## src/rtl/sdiv_pkg.sv

```systemverilog
package sdiv_pkg;

  typedef enum logic [1:0] {
    ST_IDLE = 2'd0,
    ST_RUN  = 2'd1,
    ST_FIN  = 2'd2
  } div_state_e;

  typedef struct packed {
    logic q_neg;
    logic r_neg;
  } sign_plan_t;

endpackage

```

## src/rtl/sdiv_magnitude.sv

```systemverilog
module sdiv_magnitude
  import sdiv_pkg::*;
#(
  parameter int WIDTH = 16
) (
  input  logic [WIDTH-1:0] num,
  input  logic [WIDTH-1:0] den,
  input  logic             signed_mode,
  output logic [WIDTH-1:0] num_mag,
  output logic [WIDTH-1:0] den_mag,
  output sign_plan_t       plan
);

  localparam int MSB = WIDTH - 1;

  logic num_neg;
  logic den_neg;

  always_comb begin
    num_neg = signed_mode & num[MSB];
    den_neg = signed_mode & den[MSB];
    // Magnitude of the most negative value is 2^(WIDTH-1), still fits unsigned
    num_mag = num_neg ? (~num + 1'b1) : num;
    den_mag = den_neg ? (~den + 1'b1) : den;
    plan.q_neg = num_neg ^ den_neg;
    plan.r_neg = num_neg;
  end

endmodule

```

## src/rtl/sdiv_step.sv

```systemverilog
module sdiv_step #(
  parameter int WIDTH = 16
) (
  input  logic [WIDTH:0]   part_rem,
  input  logic             in_bit,
  input  logic [WIDTH-1:0] den,
  output logic [WIDTH:0]   next_rem,
  output logic             q_bit
);

  localparam int PW = WIDTH + 2;

  logic [WIDTH:0] shifted;
  logic [PW-1:0]  den_ext;
  logic [PW-1:0]  trial;
  logic [PW-1:0]  restored;
  logic           went_neg;

  always_comb begin
    shifted  = {part_rem[WIDTH-1:0], in_bit};
    den_ext  = {2'b00, den};
    trial    = {1'b0, shifted} - den_ext;
    went_neg = trial[PW-1];
    restored = trial + den_ext;
    if (went_neg) begin
      next_rem = restored[WIDTH:0];
      q_bit    = 1'b0;
    end else begin
      next_rem = trial[WIDTH:0];
      q_bit    = 1'b1;
    end
  end

endmodule

```

## src/rtl/sdiv_sign_fix.sv

```systemverilog
module sdiv_sign_fix
  import sdiv_pkg::*;
#(
  parameter int WIDTH = 16
) (
  input  logic [WIDTH-1:0] q_mag,
  input  logic [WIDTH-1:0] r_mag,
  input  sign_plan_t       plan,
  output logic [WIDTH-1:0] q_out,
  output logic [WIDTH-1:0] r_out
);

  always_comb begin
    q_out = plan.q_neg ? (~q_mag + 1'b1) : q_mag;
    r_out = plan.r_neg ? (~r_mag + 1'b1) : r_mag;
  end

endmodule

```

## src/rtl/seq_divider.sv

```systemverilog
module seq_divider
  import sdiv_pkg::*;
#(
  parameter int WIDTH = 16
) (
  input  logic             clk,
  input  logic             rst_n,
  input  logic             start,
  input  logic             is_signed,
  input  logic [WIDTH-1:0] dividend,
  input  logic [WIDTH-1:0] divisor,
  output logic             busy,
  output logic             done,
  output logic             div_zero,
  output logic [WIDTH-1:0] quotient,
  output logic [WIDTH-1:0] remainder
);

  localparam int CNT_W = $clog2(WIDTH + 1);
  localparam logic [CNT_W-1:0] CNT_LOAD = CNT_W'(WIDTH);
  localparam logic [CNT_W-1:0] CNT_LAST = CNT_W'(1);

  div_state_e       state_q;
  logic [CNT_W-1:0] cnt_q;
  logic [WIDTH:0]   rem_q;
  logic [WIDTH-1:0] quo_q;
  logic [WIDTH-1:0] den_q;
  sign_plan_t       plan_q;

  logic             done_q;
  logic             dz_q;
  logic [WIDTH-1:0] q_res_q;
  logic [WIDTH-1:0] r_res_q;

  logic [WIDTH-1:0] num_mag;
  logic [WIDTH-1:0] den_mag;
  sign_plan_t       plan_in;
  logic [WIDTH:0]   step_rem;
  logic             step_bit;
  logic [WIDTH-1:0] q_fixed;
  logic [WIDTH-1:0] r_fixed;
  logic             accept;
  logic             zero_den;

  sdiv_magnitude #(.WIDTH(WIDTH)) u_mag (
    .num         (dividend),
    .den         (divisor),
    .signed_mode (is_signed),
    .num_mag     (num_mag),
    .den_mag     (den_mag),
    .plan        (plan_in)
  );

  sdiv_step #(.WIDTH(WIDTH)) u_step (
    .part_rem (rem_q),
    .in_bit   (quo_q[WIDTH-1]),
    .den      (den_q),
    .next_rem (step_rem),
    .q_bit    (step_bit)
  );

  // Remainder magnitude is below the divisor, so its top bit is unused here
  sdiv_sign_fix #(.WIDTH(WIDTH)) u_fix (
    .q_mag (quo_q),
    .r_mag (rem_q[WIDTH-1:0]),
    .plan  (plan_q),
    .q_out (q_fixed),
    .r_out (r_fixed)
  );

  assign accept   = start && (state_q == ST_IDLE);
  assign zero_den = (divisor == '0);

  always_ff @(posedge clk) begin
    if (!rst_n) begin
      state_q <= ST_IDLE;
      cnt_q   <= '0;
      rem_q   <= '0;
      quo_q   <= '0;
      den_q   <= '0;
      plan_q  <= '0;
      done_q  <= 1'b0;
      dz_q    <= 1'b0;
      q_res_q <= '0;
      r_res_q <= '0;
    end else begin
      done_q <= 1'b0;
      unique case (state_q)
        ST_IDLE: begin
          if (accept) begin
            if (zero_den) begin
              q_res_q <= '1;
              r_res_q <= dividend;
              dz_q    <= 1'b1;
              done_q  <= 1'b1;
            end else begin
              rem_q   <= '0;
              quo_q   <= num_mag;
              den_q   <= den_mag;
              plan_q  <= plan_in;
              cnt_q   <= CNT_LOAD;
              state_q <= ST_RUN;
            end
          end
        end
        ST_RUN: begin
          rem_q <= step_rem;
          quo_q <= {quo_q[WIDTH-2:0], step_bit};
          cnt_q <= cnt_q - 1'b1;
          if (cnt_q == CNT_LAST) begin
            state_q <= ST_FIN;
          end
        end
        ST_FIN: begin
          q_res_q <= q_fixed;
          r_res_q <= r_fixed;
          dz_q    <= 1'b0;
          done_q  <= 1'b1;
          state_q <= ST_IDLE;
        end
        default: state_q <= ST_IDLE;
      endcase
    end
  end

  assign busy      = (state_q != ST_IDLE);
  assign done      = done_q;
  assign div_zero  = dz_q;
  assign quotient  = q_res_q;
  assign remainder = r_res_q;

  AST_DONE_ONE_CYCLE: assert property (@(posedge clk) disable iff (!rst_n)
    done |=> !done) else $error("done longer than one cycle");

  AST_DONE_NOT_BUSY: assert property (@(posedge clk) disable iff (!rst_n)
    done |-> !busy) else $error("done while busy");

  AST_ZERO_DEN_FAST: assert property (@(posedge clk) disable iff (!rst_n)
    (start && !busy && divisor == '0) |=> (done && div_zero && !busy))
    else $error("zero divisor not answered at once");

  AST_REM_BELOW_DEN: assert property (@(posedge clk) disable iff (!rst_n)
    (state_q == ST_RUN) |-> (rem_q < {1'b0, den_q}))
    else $error("partial remainder not below divisor");

  AST_RESULT_HOLD: assert property (@(posedge clk) disable iff (!rst_n)
    !done |-> ($stable(quotient) && $stable(remainder) && $stable(div_zero)))
    else $error("results moved without done");

  AST_START_IGNORED: assert property (@(posedge clk) disable iff (!rst_n)
    (busy && state_q == ST_RUN && cnt_q != CNT_LAST) |=> (state_q == ST_RUN))
    else $error("run interrupted");

endmodule

```

## config.mk

```make
export PLATFORM = sky130hd
export DESIGN_NAME = seq_divider
export DESIGN_NICKNAME = d
export VERILOG_FILES = /design/src/rtl/sdiv_pkg.sv /design/src/rtl/sdiv_magnitude.sv /design/src/rtl/sdiv_step.sv /design/src/rtl/sdiv_sign_fix.sv /design/src/rtl/seq_divider.sv
export SDC_FILE = /design/constraint.sdc
export NUM_CORES = 1
export LEC_CHECK = 0
export BUFFER_PORTS_ARGS = -buffer_cell sky130_fd_sc_hd__buf_2
export CAP_MARGIN = 5
export CELL_PAD_IN_SITES_DETAIL_PLACEMENT = 1
export CELL_PAD_IN_SITES_GLOBAL_PLACEMENT = 2
export CORE_MARGIN = 2
export CORE_UTILIZATION = 39
export DETAILED_ROUTE_END_ITERATION = 6
export HOLD_SLACK_MARGIN = 0.15
export PLACE_DENSITY = 0.85
export SLEW_MARGIN = 15
export SYNTH_ARGS = -nofsm -noshare
export SYNTH_HDL_FRONTEND = slang
export SYNTH_HIERARCHICAL = 1
export SYNTH_SLANG_ARGS = --single-unit
```

## constraint.sdc

```tcl
create_clock -name clk -period 6.7 [get_ports clk]
set_input_delay 0.67 -clock clk [delete_from_list [all_inputs] [get_ports clk]]
set_output_delay 0.67 -clock clk [all_outputs]
set_load 0.05 [all_outputs]
```

==> results of run 1 <==
layer usage:
layer  up-vias  part of all wire [%]  wire length, um
met2        91                    45             9305
met1      3064                    50            10320
met3        18                   3.4              692
li1       3212                     -                -
met5         -                     0                0
met4         0                   1.1              216
sequential cells by signal, indices dropped and copies added (netlist names):
name and flops:
plan_q 2, den_q 16, quotient 16, div_zero 1, quo_q 16, cnt_q 5, done 1, state_q 2
remainder 16, rem_q 16
worst max-delay path by stage:
stage / startpoint / to / slack [ns]
floorplan: quo_q[15] / rem_q[15] / 3.20
global placement: quo_q[15] / rem_q[15] / 2.85
detailed placement: quo_q[15] / rem_q[15] / 2.73
CTS: quo_q[15] / rem_q[15] / 2.71
global route: quo_q[15] / rem_q[15] / 2.38
finish: quo_q[15] / rem_q[15] / 2.69
metrics by stage:
| step | cell area [um2] | utilization [%] |
|---|---|---|
| 6_report | 7764 | 43.52 |
| 5_1_grt | 7764 | 43.52 |
| 4_1_cts | 7764 | 43.52 |
| 3_5_place_dp | 7445 | 41.73 |
| 3_3_place_gp | 7445 | 41.73 |
| 2_1_floorplan | 7043 | - |
cells in the final DEF (no fill, tap or decap), drive strengths merged, types with 3 or more instances in the layout:
master,count
xor2,24
nor2,32
a21oi,86
nand4,4
mux2i,17
nand2,64
nand3,26
o41ai,4
inv,46
xnor2,52
o221ai,3
or3,4
and4,4
ha,38
nor2b,4
o21a,8
a211oi,13
o31ai,11
nor3,14
nor4,10
clkbuf,9
nand3b,3
nand2b,28
buf,76
o211ai,35
o21ai,81
a21o,9
o221a,16
a31oi,29
dfxtp,91
mux2,11
and3,3
or4,5
a41oi,3
critical path: stages (launching register included):
cell and delay, ns:
dfxtp_1 0.37, inv_1 0.06, ha_1 0.25, fa_1 0.50
nor2b_1 0.20, o31a_1 0.20, o21a_1 0.13, nor2_1 0.05
xnor2_1 0.19, ha_1 0.33, a21oi_1 0.25, nand2_1 0.09
o21ai_1 0.26, o21ai_1 0.18, a211oi_1 0.33, xnor2_1 0.11
mux2_2 0.27, nand2_1 0.06, a21oi_1 0.07
layout make-up:
cell class              count  share of cell area, %
multi-input cells         666                  61.53
flip-flops and latches     91                  23.46
repair buffers             76                  5.093
well taps                 229                  3.691
clock buffers               9                  2.901
inverters                  43                  2.111
clock inverters             7                  1.209
report_power, final:
| part | switching [mW] | leakage (nW) | internal (mW) |
|---|---|---|---|
| Combinational | 1.07 | 2.13 | 0.839 |
| Sequential | 0.0811 | 0.742 | 0.593 |
| Clock | 0.259 | 0.153 | 0.300 |
==> results.tsv, run 1 <==
stage	metric	value	unit
power	VDD IR max	234.3	uV
sta	worst clock skew	0.01243	ns
hold_path	hold depth	2	
sta	part of the cycle the worst path needs	59.84	%
cts	hold buffer count at CTS	0	
cts	root buffer cell	clkbuf_16	
cts	CTS sink cnt	91	
setup_path	flop-to-flop setup slack	2.69	ns
synth	Mean Syn Cell Area	8.209	um2
setup_path	maximum net fanout on the critical path	5	
cts	CTS tree	built	
layout	Nets	963	
global_routing	Most Crowded Layer GR	met2	
layout	area grow syn2layout	10.23	%
floorplanning	Die Y	138.4	um
global_routing	Total GRT Usage	21.41	%
drt	DRC errors left	0	
global_routing	first-pass GRT wire length	33850	um
hold_path	worst hold-check path type	reg2reg	
sta	hold slack	0.4591	ns
global_routing	routing usage on met3	3.533	%
cts	setup repair bufs after CTS	0	
synth	Synthesized Nets	934	
floorplanning	IO Count	71	
setup_path	startpoint types	flip-flop	
placed_design	PortBufs	70	
synth	synthesized area	7043	um2
layout	diodes inserted	0	
drt	drt initial violations	336	
setup_path	worst path arrival time	4.24	ns
sta	setup repair after global routing missed its margin	no	
floorplanning	chip width	138.4	um
drt	via count	6385	
synth	Post-Syn Instances	858	
setup_path	Critical Path RT	6.93	ns
sta	setup ws final	2.691	ns
sta	final hold viol count	0	
layout	register area	1822	um2
drt	drt via density	5.696	
global_routing	Congestion Overflow GR	0	
hold_path	hold_sp	remainder[12]	
cts	Clock Latency Late Sink	0.37	ns
setup_path	CP Capture Type	flip-flop	
global_routing	GR Util met1	30.29	%
setup_path	r2r worst-path depth	18	
placed_design	worst slack at placement	2.730	ns
sta	pin slew with the least headroom to its limit	1.156	ns
run	Max-Cap Viols	0	
drt	final WL	20540	um
global_routing	initial antenna violation count	0	
placed_design	gpl congestion	0.8289	
sta	max_slew headroom	22.61	%
cts	post-cts resize count	0	
drt	drt first pass iters	4	
floorplanning	die area	19150	um2
cts	H-tree lvl count	3	
sta	Final Max Slew Viols	0	
layout	share of cells above drive strength 1	15.47	%
setup_path	Critical Setup Path Class	reg2reg	
global_routing	met2 Track Usage GR	34.37	%
cts	CTS Buf Count	9	
sta	crit path time final	4.009	ns
sta	Setup-failing EPs final	0	
floorplanning	FP Rows	49	
power	total power	3.139	mW
layout	fill cell count	2163	
floorplanning	core region area	17840	um2
global_routing	largest net degree at the start of global routing	70	
setup_path	r2r startpoint	quo_q[15]	
sta	Peak Freq	249.4	MHz
floorplanning	Initial Utilization	39.48	%
layout	multi-input logic area	4777	um2
drt	antenna-violating nets left	0	
status	status	finished clean	
global_routing	vias in the first global route	6273	
synth	warnings from Yosys	6	
power	PD cells	404.3	nW/um2
sta	Fin Setup TNS	0	ns
hold_path	Hold EP	remainder[12]	
cts	CTS max path bufs	2	
cts	Clk pin slew, worst setup/hold paths	0.07	ns
setup_path	reg2reg end	rem_q[15]	
drt	routed len/inst	18.32	um
layout	Non-Filler Instances	1121	
placed_design	DP Cell Count	1105	
power	Leak	3.021	nW
placed_design	estimated wirelength of the detail-placed design	14920	um
Note: power is estimated with default switching activity, not from simulation.
==> run 2: changes to the inputs <==
--- a/config.mk
+++ b/config.mk
@@ -10,10 +10,10 @@
 export CELL_PAD_IN_SITES_DETAIL_PLACEMENT = 1
 export CELL_PAD_IN_SITES_GLOBAL_PLACEMENT = 2
 export CORE_MARGIN = 2
-export CORE_UTILIZATION = 39
+export CORE_UTILIZATION = 33
 export DETAILED_ROUTE_END_ITERATION = 6
 export HOLD_SLACK_MARGIN = 0.15
-export PLACE_DENSITY = 0.85
+export PLACE_DENSITY = 0.77
 export SLEW_MARGIN = 15
 export SYNTH_ARGS = -nofsm -noshare
 export SYNTH_HDL_FRONTEND = slang
==> constraint.sdc (replaced) <==
create_clock -name clk -period 3.4 [get_ports clk]
set_input_delay 0.34 -clock clk [delete_from_list [all_inputs] [get_ports clk]]
set_output_delay 0.34 -clock clk [all_outputs]
set_load 0.05 [all_outputs]
==> run 2 against run 1 <==
  * The flow now finishes with violations (negative setup slack)
  * Register-to-register slack got worse by 2.7 ns
  * Combinational power grew to 2.6 times the previous value
  * Fmax increased by 18%
  * Sequential share of layout area shrank 1.7 points
  * Cell count increased by 8.8%
  * Design area up 8.2%
  * Wire length grew 9.2%
  * Clock power up 86%
  * Global-route usage fell by 1.3 points
  * Clock skew fell by 0.00065 ns
  * First-iteration DRC count down 1.2%
  * Non-clock buffer count grew 53
  * Highest routed layer unchanged
==> results.tsv, run 2 (synthesis gave the netlist of run 1 again) <==
stage	metric	value	unit	change
status	status	finished, violations left		was finished clean
status	failing checks	negative setup slack		
cts	Clock Latency Late Sink	0.36	ns	was 0.37 ns
cts	H-tree lvl count	3		unchanged
sta	Setup-failing EPs final	1		was 0
layout	Nets	1016		was 963
floorplanning	chip width	150.1	um	was 138.4 um
floorplanning	die area	22530	um2	was 19150 um2
sta	Final Max Slew Viols	0		unchanged
floorplanning	Initial Utilization	33.61	%	was 39.48%
sta	max_slew headroom	32.37	%	was 22.61%
setup_path	worst path arrival time	3.62	ns	was 4.24 ns
layout	most common cell after layout, fill and taps aside	dfxtp_1		unchanged
drt	DRC errors left	0		unchanged
global_routing	Congestion Overflow GR	0		unchanged
floorplanning	IO Count	71		unchanged
sta	setup ws final	-0.009998	ns	was 2.691 ns
power	Sw Pwr	3.188	mW	was 1.408 mW
global_routing	initial antenna violation count	0		unchanged
cts	root buffer cell	clkbuf_16		unchanged
sta	setup repair after global routing missed its margin	yes		was no
drt	drt first pass iters	5		was 4
floorplanning	FP Rows	53		was 49
layout	highest-count cells in the layout ignoring fill and taps	dfxtp_1 (85), a21oi_1 (76), buf_2 (70), o21ai_0 (69), nand2_1 (62)		was dfxtp_1 (91), a21oi_1 (84), o21ai_0 (73), buf_2 (70), nand2_1 (64)
global_routing	first-pass GRT wire length	35860	um	was 33850 um
power	sequential power share	18.1	%	was 21.5%
setup_path	maximum net fanout on the critical path	4		was 5
power	VDD IR max	438.7	uV	was 234.3 uV
cts	CTS tree	built		unchanged
setup_path	CP Capture Type	flip-flop		unchanged
sta	worst clock skew	0.01178	ns	was 0.01243 ns
sta	crit path time final	3.410	ns	was 4.009 ns
layout	Non-Filler Instances	1220		was 1121
layout	area grow syn2layout	19.26	%	was 10.23%
drt	antenna-violating nets left	0		unchanged
power	Leak	3.334	nW	was 3.021 nW
global_routing	Total GRT Usage	20.15	%	was 21.41%
drt	via count	6679		was 6385
placed_design	PortBufs	70		unchanged
power	total power	7.230	mW	was 3.139 mW
placed_design	gpl congestion	0.8019		was 0.8289
cts	CTS max path bufs	2		unchanged
cts	CTS sink cnt	91		unchanged
global_routing	vias in the first global route	6548		was 6273
global_routing	largest net degree at the start of global routing	69		was 70
power	Power Internal	4.042	mW	was 1.731 mW
setup_path	startpoint types	flip-flop		unchanged
sta	final hold viol count	0		unchanged
power	Gate power share	67.5	%	was 60.7%
drt	drt initial violations	332		was 336
sta	pin slew with the least headroom to its limit	1.015	ns	was 1.156 ns
power	sw frac	44.10	%	was 44.85%
cts	Clk pin slew, worst setup/hold paths	0.07	ns	about the same
run	Max-Cap Viols	0		unchanged
power	PD cells	860.8	nW/um2	was 404.3 nW/um2
setup_path	Critical Setup Path Class	reg2reg		unchanged
sta	Peak Freq	293.3	MHz	was 249.4 MHz
cts	hold buffer count at CTS	0		unchanged
sta	part of the cycle the worst path needs	100.3	%	was 59.84%
drt	drt via density	5.475		was 5.696
setup_path	Critical Path RT	3.61	ns	was 6.93 ns
placed_design	DP Cell Count	1200		was 1105
floorplanning	core region area	20960	um2	was 17840 um2
sta	hold slack	0.3397	ns	was 0.4591 ns
drt	routed len/inst	18.38	um	was 18.32 um
placed_design	estimated wirelength of the detail-placed design	16960	um	was 14920 um
drt	final WL	22420	um	was 20540 um
power	Clock power frac	14.4	%	was 17.8%
floorplanning	Die Y	150.1	um	was 138.4 um
layout	diodes inserted	0		unchanged
hold_path	worst hold-check path type	in2reg		was reg2reg
layout	share of cells above drive strength 1	24.02	%	was 15.47%
sta	Fin Setup TNS	-0.009998	ns	was 0 ns
cts	CTS Buf Count	9		unchanged
run 2: stage by stage:
step / instance area, um2 / setup WS [ns] / utilization, %
floorplan: 7051 / 0.009375 / -
global placement: 7878 / -0.02511 / 37.59
detailed placement: 7878 / -0.1239 / 37.59
CTS: 8278 / -0.02153 / 39.50
global route: 8399 / -0.2215 / 40.08
finish: 8399 / -0.009998 / 40.08
run 2: final timing paths:
check / end / from / cells past startpoint / slack (ns)
worst max-delay path: rem_q[15] / quo_q[15] / 18 / -0.01
worst min-delay path: den_q[0] / divisor[0] / 3 / 0.34
worst max register to register: rem_q[15] / quo_q[15] / 18 / -0.01
worst min register to register: remainder[14] / remainder[14] / 2 / 0.46
run 2: what timing repair did:
action,CTS,global route
endpoints found under the setup margin,6,10
pin swaps,18,30
gates cloned,0,0
setup buffers,1,3
gates resized for setup,23,23
run 2: cell type report:
type | count | area [um2]
clock buffer | 9 | 225.2
sequential | 91 | 1829
tap | 275 | 344.1
inverter | 43 | 163.9
clock inverter | 7 | 78.83
fill | 2566 | 12560
multi-input combinational | 666 | 4957
timing repair buffer | 129 | 800.8
run 2: metal layers:
| layer | vias to the layer above | wire (um) | global-route usage, % |
|---|---|---|---|
| met5 | - | 0 | 0 |
| met4 | 0 | 481 | 6.274 |
| met3 | 24 | 642 | 2.606 |
| met2 | 108 | 10680 | 33.90 |
| met1 | 3243 | 10620 | 26.80 |
| li1 | 3304 | - | - |
run 2: power by group through the flow:
stage	logic, mW	clock network (mW)	registers [mW]
4_1_cts	4.50	1.07	1.31
2_1_floorplan	2.99	0	1.29
5_1_grt	5.34	1.11	1.33
3_5_place_dp	4.25	0	1.33
6_report	4.88	1.04	1.31
3_3_place_gp	4.21	0	1.33
run 2: critical path, cell delays in order (launching register included):
cell and delay [ns]:
dfxtp_2 0.34, inv_2 0.04, ha_4 0.15, fa_2 0.34, nor2b_2 0.13, o31a_1 0.21
o2111ai_2 0.15, nand3_4 0.16, xor2_4 0.21, ha_4 0.23, a21o_1 0.18, a21o_1 0.16
a21oi_2 0.12, o21ai_2 0.09, a211oi_2 0.24, xnor2_1 0.10, mux2_4 0.26, nand2_2 0.06
a21oi_2 0.06
==> run 3: changes to the inputs <==
--- a/config.mk
+++ b/config.mk
@@ -13,6 +13,7 @@
 export CORE_UTILIZATION = 33
 export DETAILED_ROUTE_END_ITERATION = 6
 export HOLD_SLACK_MARGIN = 0.15
+export MAX_ROUTING_LAYER = met4
 export PLACE_DENSITY = 0.77
 export SLEW_MARGIN = 15
 export SYNTH_ARGS = -nofsm -noshare
==> run 3 against run 2 <==
  * The flow still finishes with violations (negative setup slack)
  * Cell count unchanged
  * Critical path depth stayed put
  * Die area is the same
  * Sequential share of layout area unchanged
  * Sequential power about the same
  * Combinational power hardly changed
  * Register-to-register slack is essentially flat
  * Design area did not move
  * Global-route usage increased by 0.60 points
  * Largest power group unchanged
  * Highest routed layer unchanged
==> results.tsv, run 3 (synthesis gave the netlist of run 1 again) <==
stage	metric	value	unit	change
sta	hold slack	0.3407	ns	was 0.3397 ns
setup_path	flop-to-flop setup slack	-0.01	ns	about the same
layout	share of cells above drive strength 1	24.02	%	unchanged
cts	hold buffer count at CTS	0		unchanged
drt	antenna-violating nets left	0		unchanged
sta	Setup-failing EPs final	1		unchanged
cts	H-tree lvl count	3		unchanged
layout	highest-count cells in the layout ignoring fill and taps	dfxtp_1 (85), a21oi_1 (76), buf_2 (70), o21ai_0 (69), nand2_1 (62)		unchanged
global_routing	largest net degree at the start of global routing	69		unchanged
floorplanning	chip width	150.1	um	unchanged
placed_design	gpl congestion	0.8135		was 0.8019
setup_path	maximum net fanout on the critical path	4		unchanged
layout	diodes inserted	0		unchanged
global_routing	Congestion Overflow GR	0		unchanged
sta	Final Max Slew Viols	0		unchanged
setup_path	CP max stage delay	0.34	ns	about the same
floorplanning	IO Count	71		unchanged
setup_path	Critical Path RT	3.61	ns	about the same
placed_design	worst slack at placement	-0.1239	ns	unchanged
layout	fill cell count	2566		unchanged
drt	final WL	22390	um	was 22420 um
hold_path	worst hold-check path type	in2reg		unchanged
cts	CTS Buf Count	9		unchanged
floorplanning	Initial Utilization	33.61	%	unchanged
sta	crit path time final	3.415	ns	was 3.410 ns
placed_design	placed cell areas	7878	um2	unchanged
sta	pin slew with the least headroom to its limit	1.028	ns	was 1.015 ns
placed_design	PortBufs	70		unchanged
drt	DRC errors left	0		unchanged
layout	Non-Filler Instances	1220		unchanged
setup_path	worst path arrival time	3.62	ns	about the same
sta	setup repair after global routing missed its margin	yes		unchanged
floorplanning	core region area	20960	um2	unchanged
drt	via count	6720		was 6679
cts	CTS max path bufs	2		unchanged
cts	Clk pin slew, worst setup/hold paths	0.07	ns	about the same
setup_path	CP Cell Sequence	inv_2, ha_4, fa_2, nor2b_2, o31a_1, o2111ai_2, nand3_4, xor2_4, ha_4, a21o_1, a21o_1, a21oi_2, o21ai_2, a211oi_2, xnor2_1, mux2_4, nand2_2, a21oi_2		unchanged
status	status	finished, violations left		unchanged
sta	max_slew headroom	31.44	%	was 32.37%
layout	most common cell after layout, fill and taps aside	dfxtp_1		unchanged
setup_path	Critical Setup Path Class	reg2reg		unchanged
global_routing	Total GRT Usage	20.75	%	was 20.15%
global_routing	vias in the first global route	6532		was 6548
drt	drt initial violations	378		was 332
drt	drt via density	5.508		was 5.475
setup_path	slowest stage cell, crit path	dfxtp_2		unchanged
global_routing	first-pass GRT wire length	35880	um	was 35860 um
drt	drt first pass iters	4		was 5
sta	worst clock skew	0.01617	ns	was 0.01178 ns
floorplanning	Die Y	150.1	um	unchanged
cts	CTS tree	built		unchanged
global_routing	initial antenna violation count	0		unchanged
setup_path	CP Capture Type	flip-flop		unchanged
layout	fin util	40.08	%	unchanged
placed_design	DP Cell Count	1200		unchanged
sta	final hold viol count	0		unchanged
layout	area grow syn2layout	19.26	%	unchanged
power	PD cells	861.0	nW/um2	was 860.8 nW/um2
run	Max-Cap Viols	0		unchanged
cts	CTS sink cnt	91		unchanged
cts	Clock Latency Late Sink	0.37	ns	was 0.36 ns
status	failing checks	negative setup slack		unchanged
power	Leak	3.334	nW	unchanged
sta	Peak Freq	292.8	MHz	was 293.3 MHz
floorplanning	FP Rows	53		unchanged
cts	root buffer cell	clkbuf_16		unchanged
setup_path	startpoint types	flip-flop		unchanged
layout	Nets	1016		unchanged
power	VDD IR max	439.6	uV	was 438.7 uV
sta	setup ws final	-0.01495	ns	was -0.009998 ns
floorplanning	die area	22530	um2	unchanged
drt	routed len/inst	18.35	um	was 18.38 um
sta	part of the cycle the worst path needs	100.4	%	was 100.3%
layout	final instance area	8399	um2	unchanged
placed_design	estimated wirelength of the detail-placed design	16960	um	unchanged
## run 3: cell counts in the layout (fill, tap and decap cells not counted)
Identical to the previous run, type by type.
## run 3: metrics by stage
stage                     power [mW]  TNS (ns)
after CTS                      6.883  -0.04085
after global routing           7.787    -1.158
after global placement         5.539  -0.05402
final                          7.231  -0.01495
after detailed placement       5.578   -0.4196
after floorplan                4.286         0
## run 3: worst max-delay path: cells and delay by family (launching register included)
family / cells / cell delay, ns
buf+inv: 1 / 0.04
compound gates: 8 / 1.22
flops: 1 / 0.34
mux: 1 / 0.26
xor+xnor: 2 / 0.31
simple gates: 3 / 0.36
fa+ha+maj: 3 / 0.72
## run 3: repair_timing
item / CTS / global route
endpoints found under the hold margin: 0 / 0
setup endpoints to repair: 6 / 10
buffers inserted: 1 / 3
pin swaps: 18 / 30
resized for setup: 23 / 23
## run 3: metal layers
metal | GRT usage, % | up-vias | wire length (um)
met5 | - | - | 0
met4 | 6.274 | 0 | 486
met3 | 2.545 | 24 | 733
met2 | 33.79 | 113 | 10710
met1 | 26.99 | 3278 | 10460
li1 | - | 3305 | -
## run 3: layout make-up
| type | count | area [um2] | area share (%) |
|---|---|---|---|
| multi-input cells | 666 | 4957 | 59.02 |
| flip-flops and latches | 91 | 1829 | 21.78 |
| repair buffers | 129 | 800.8 | 9.534 |
| well taps | 275 | 344.1 | 4.097 |
| clock buffers | 9 | 225.2 | 2.681 |
| inverters | 43 | 163.9 | 1.951 |
| clock inverters | 7 | 78.83 | 0.9385 |
## run 3: final timing paths
path                  from  cells after the start             to
max reg2reg      quo_q[15]                     18      rem_q[15]
min             divisor[0]                      3       den_q[0]
max              quo_q[15]                     18      rem_q[15]
min reg2reg  remainder[14]                      2  remainder[14]
## run 3: where the power goes
group | switching (mW) | internal [mW] | total, mW
registers | 0.141 | 1.17 | 1.31
logic | 2.53 | 2.35 | 4.88
clock network | 0.520 | 0.524 | 1.04
